[config.mk]
export PLATFORM = sky130hd
export DESIGN_NAME = interp_strobe_gen
export DESIGN_NICKNAME = d
export VERILOG_FILES = /design/src/rtl/interp_strobe_pkg.sv /design/src/rtl/interp_spacing_lim.sv /design/src/rtl/interp_pulse_seq.sv /design/src/rtl/interp_strobe_gen.sv
export SDC_FILE = /design/constraint.sdc
export NUM_CORES = 1
export LEC_CHECK = 0
export ABC_CLOCK_PERIOD_IN_PS = 5600
export BUFFER_PORTS_ARGS = -buffer_cell sky130_fd_sc_hd__buf_2
export CAP_MARGIN = 20
export CORE_ASPECT_RATIO = 0.7
export CORE_MARGIN = 3
export CORE_UTILIZATION = 45
export CTS_BUF_LIST = sky130_fd_sc_hd__clkbuf_8 sky130_fd_sc_hd__clkbuf_16
export DETAILED_ROUTE_END_ITERATION = 16
export PLACE_DENSITY = 0.65
export SYNTH_ARGS = -nofsm -noshare
export SYNTH_HDL_FRONTEND = slang
export SYNTH_SLANG_ARGS = --single-unit
[constraint.sdc]
create_clock -name clk_i -period 5.6 [get_ports clk_i]
set_input_delay 0.84 -clock clk_i [delete_from_list [all_inputs] [get_ports clk_i]]
set_output_delay 0.84 -clock clk_i [all_outputs]
set_load 0.005 [all_outputs]
[src/rtl/interp_strobe_pkg.sv]
package interp_strobe_pkg;
  typedef enum logic [1:0] {
    FACT_X1  = 2'd0,
    FACT_X2  = 2'd1,
    FACT_X4  = 2'd2,
    FACT_X4R = 2'd3
  } fact_e;

  localparam int unsigned EXTRA_W = 2;

  // pulses to insert after the aligned one
  function automatic logic [EXTRA_W-1:0] extra_pulses(input fact_e f);
    case (f)
      FACT_X1: extra_pulses = 2'd0;
      FACT_X2: extra_pulses = 2'd1;
      default: extra_pulses = 2'd3;
    endcase
  endfunction
endpackage

[src/rtl/interp_spacing_lim.sv]
module interp_spacing_lim #(
  parameter int unsigned SPACE_W = 8,
  parameter int unsigned PAR_MIN = 5,
  parameter int unsigned SER_MIN = 16
) (
  input  logic [SPACE_W-1:0] spacing_i,
  input  logic               serial_i,
  output logic [SPACE_W-1:0] eff_o,
  output logic               low_o
);
  localparam logic [SPACE_W-1:0] PAR_MIN_V = SPACE_W'(PAR_MIN);
  localparam logic [SPACE_W-1:0] SER_MIN_V = SPACE_W'(SER_MIN);

  logic [SPACE_W-1:0] min_w;

  always_comb begin
    min_w = serial_i ? SER_MIN_V : PAR_MIN_V;
    low_o = spacing_i < min_w;
    eff_o = low_o ? min_w : spacing_i;
  end
endmodule

[src/rtl/interp_pulse_seq.sv]
module interp_pulse_seq
  import interp_strobe_pkg::*;
#(
  parameter int unsigned SPACE_W = 8
) (
  input  logic               clk_i,
  input  logic               rst_ni,
  input  logic               start_i,
  input  logic [EXTRA_W-1:0] extra_i,
  input  logic [SPACE_W-1:0] eff_i,
  output logic               pulse_o,
  output logic [EXTRA_W-1:0] rem_o,
  output logic               overrun_o
);
  logic [SPACE_W-1:0] cnt_q, period_q;
  logic [EXTRA_W-1:0] rem_q;
  logic               pulse_q, ovr_q;

  always_ff @(posedge clk_i or negedge rst_ni) begin
    if (!rst_ni) begin
      cnt_q    <= '0;
      period_q <= '0;
      rem_q    <= '0;
      pulse_q  <= 1'b0;
      ovr_q    <= 1'b0;
    end else begin
      pulse_q <= 1'b0;
      if (start_i) begin
        pulse_q  <= 1'b1;
        rem_q    <= extra_i;
        cnt_q    <= eff_i;
        period_q <= eff_i;
        if (rem_q != '0) ovr_q <= 1'b1;
      end else if (rem_q != '0) begin
        if (cnt_q == SPACE_W'(1)) begin
          pulse_q <= 1'b1;
          rem_q   <= rem_q - 1'b1;
          cnt_q   <= period_q;
        end else begin
          cnt_q <= cnt_q - 1'b1;
        end
      end
    end
  end

  assign pulse_o   = pulse_q;
  assign rem_o     = rem_q;
  assign overrun_o = ovr_q;
endmodule

[src/rtl/interp_strobe_gen.sv]
module interp_strobe_gen
  import interp_strobe_pkg::*;
#(
  parameter int unsigned SPACE_W = 8,
  parameter int unsigned PAR_MIN = 5,
  parameter int unsigned SER_MIN = 16
) (
  input  logic               clk_i,
  input  logic               rst_ni,
  input  logic               rdy_i,
  input  logic [1:0]         factor_i,
  input  logic [SPACE_W-1:0] spacing_i,
  input  logic               serial_i,
  output logic               rdy_o,
  output logic               cfg_err_o,
  output logic               overrun_o
);
  logic [SPACE_W-1:0] eff_w;
  logic               low_w;
  logic [EXTRA_W-1:0] rem_w;
  logic               err_q;

  interp_spacing_lim #(
    .SPACE_W(SPACE_W), .PAR_MIN(PAR_MIN), .SER_MIN(SER_MIN)
  ) u_lim (
    .spacing_i(spacing_i),
    .serial_i (serial_i),
    .eff_o    (eff_w),
    .low_o    (low_w)
  );

  interp_pulse_seq #(.SPACE_W(SPACE_W)) u_seq (
    .clk_i    (clk_i),
    .rst_ni   (rst_ni),
    .start_i  (rdy_i),
    .extra_i  (extra_pulses(fact_e'(factor_i))),
    .eff_i    (eff_w),
    .pulse_o  (rdy_o),
    .rem_o    (rem_w),
    .overrun_o(overrun_o)
  );

  always_ff @(posedge clk_i or negedge rst_ni) begin
    if (!rst_ni) err_q <= 1'b0;
    else         err_q <= low_w;
  end

  assign cfg_err_o = err_q;
endmodule

==> metrics <==
status completed; via count 1052; clk root buf clkbuf_8; final worst-path cycle share a little under two fifths; multi-input logic area around 650 um2; placeable core region 0.00251 mm2; Die ar. 0.00339 mm2; initial antenna violation count 0; Layout fillers approximately 240; ys async rst share between 90% and 100%; area grow syn2layout 12.9%; hold buffers post-CTS 0; Hold Crit Class flop to flop; LEAKAGE 0.607 nW; Cell Area, Placed about 0.0013 mm2; GRT Util Overall 19.2%; Synth Flop Type dfrtp_1; clk sink count 21; CTS H-tree depth 1; drt initial violations 66; Syn Std Cell Area between 0.001 and 0.0015 mm2; ratio of cells with drive above 1 in the final layout between 20 and 25%; RSZ-0062 raised after global routing no; DR vias/cell ~5.9; final wirelength 2860 um; critical path class primary input to flop; Worst Hold Slack roughly 0.48 ns; PwrDens between 200 and 300 mW/mm2; CP Launch Type primary input; starting density of the core roughly half; number of flops mapped to enable cells by yosys 0; Ports 17; Avg WL per Cell 16.0 um; post-route ant nets 0; area leader, netlist dfrtp_1; Finished Cell Area about 0.0014 mm2; Peak VDD IR ~0.00017 V; Die W 68.3 um; grt total ovfl 0; pin count of the biggest net entering global routing 25; post-synth cell types 42; count leader, synth dfrtp_1; ANT cells 0; commonest cells in the netlist 21 x dfrtp_1, 11 x o21ai_0, 10 x inv_1; Slew @ Worst Pin about 0.60 ns; Synth Area per Inst roughly 9.6 um2; first-pass GRT wire length around 4800 um; Worst Path Max Fanout 6; Net count, final between 150 and 200; clk buf depth 2; placed cells about 180; Slew headroom roughly three fifths; clk_lat worst skew 0.26 ns; TritonCTS clock tree yes; Fmax a little under 500 MHz; Post-Synthesis Net Count between 100 and 150; Post-CTS Setup Repair Bufs 0; DRC 0; Max-Cap Viols 0; final setup skew 0.00572 ns; site row count 15; GPL Wtd Cong between 0.8 and 0.9; Crit path required time ~5.8 ns; Synth Instances about 130; Final Max Tran Viols 0; TritonRoute pass-1 iters 4; clock transition at the registers of the reported paths approximately 0.08 ns; Post-Layout Cell Count between 150 and 200; Ys Warns 0; Worst Setup End Kind flop; #FFs+latches synth 21; CP arrival about 2.2 ns; CTS Buf Count 3; setup_tns 0 ns; Synth top area share between 40 and 50%; final hold vios 0; Chip Height roughly 50 um; post-DP HPWL a little over 2000 um; post-cts sizing count 0; Sequential Area between 500 and 600 um2; synth top area cells dfrtp_1 43%, ha_1 5.1%, o21ai_0 4.5%; port bufs 16; Final min period just over 2 ns; post-synthesis sequential area ratio a little over two fifths; vias in the first global route ~1000; final setup violation count 0
## registers in the layout (all words and copies together) (netlist names)
register,flops
u_seq.rem_o,2
u_seq.pulse_o,1
cfg_err_o,1
u_seq.overrun_o,1
u_seq.period_q,8
u_seq.cnt_q,8
## worst max-delay path, cell delays in order
cell and delay (ns):
buf_2 0.11, inv_1 0.06, ha_1 0.30, o21ai_0 0.15, o211ai_1 0.28, a211o_1 0.37
o221a_2 0.12
## report_power, final
group          switching [mW]  internal, mW  leakage (nW)
Sequential             0.0175         0.168         0.243
Clock                  0.0507        0.0496        0.0255
Combinational          0.0458        0.0357         0.338
Total                   0.114         0.253         0.607
## final timing paths
path,start,slack (ns),depth (start not counted),endpoint
min reg2reg,u_seq.overrun_o$_DFFE_PN0P_,0.48,1,u_seq.overrun_o$_DFFE_PN0P_
max,serial_i,3.52,7,u_seq.cnt_q[4]$_DFFE_PN0P_
min,u_seq.overrun_o$_DFFE_PN0P_,0.48,1,u_seq.overrun_o$_DFFE_PN0P_
max reg2reg,u_seq.cnt_q[1]$_DFFE_PN0P_,3.63,6,u_seq.rem_o[1]$_DFFE_PN0P_
max in group asynchronous,rst_ni,4.75,1,u_seq.overrun_o$_DFFE_PN0P_
min in group asynchronous,rst_ni,0.52,1,u_seq.cnt_q[7]$_DFFE_PN0P_
## area by class of cell
class | instances | area share [%]
clock inverters | 1 | 0.363
inverters | 10 | 2.72
flip-flops and latches | 21 | 38.1
repair buffers | 16 | 5.80
well taps | 34 | 3.08
clock buffers | 3 | 2.99
multi-input cells | 94 | 47.0
## placed cells by master (no fill, tap or decap), types with 2 or more instances in the layout
cell type | netlist | layout
a22oi_1 | 2 | 2
buf_2 | 0 | 16
o21a_1 | 2 | 2
o21ai_1 | 2 | 2
dfrtp_1 | 21 | 21
nand3_1 | 3 | 3
ha_1 | 5 | 5
nand2_1 | 5 | 5
nor3_1 | 7 | 7
nor2_1 | 9 | 9
a31oi_1 | 2 | 2
a21oi_1 | 8 | 8
clkbuf_8 | 0 | 3
inv_1 | 10 | 10
nor3b_1 | 2 | 2
xnor2_1 | 2 | 2
o21ai_0 | 11 | 11
nor2b_1 | 3 | 3
or3_1 | 3 | 3
o211ai_1 | 2 | 2
mux2_2 | 4 | 4
## logic make-up after synthesis
kind of cell	share of synthesized area (%)
multiplexers	4.50
flip-flops	43.0
buffers and inverters	3.99
XOR/XNOR	1.43
adder cells (fa/ha/maj)	5.12
AND/OR/NAND/NOR	21.4
AO/OA/AOI/OAI	20.6
## routing by layer
| layer | vias up | global-route usage (%) | share of wire, % | routed length, um |
|---|---|---|---|---|
| li1 | 503 | - | - | - |
| met1 | 518 | 27.2 | 45 | 1300 |
| met2 | 29 | 29.3 | 48 | 1360 |
| met5 | - | 0 | 0 | 0 |
| met3 | 2 | 5.47 | 6.5 | 185 |
| met4 | 0 | 3.30 | 0.45 | 13 |
## stage by stage
| step | power, mW | setup WS, ns | util, % |
|---|---|---|---|
| finish | 0.367 | 3.52 | 54.9 |
| global route | 0.389 | 3.38 | 54.9 |
| CTS | 0.369 | 3.55 | 54.9 |
| detailed placement | 0.267 | 3.27 | 53.0 |
| global placement | 0.264 | 3.38 | 53.0 |
| floorplan | 0.241 | 3.54 | - |
Power figures use the tool's default switching activity.
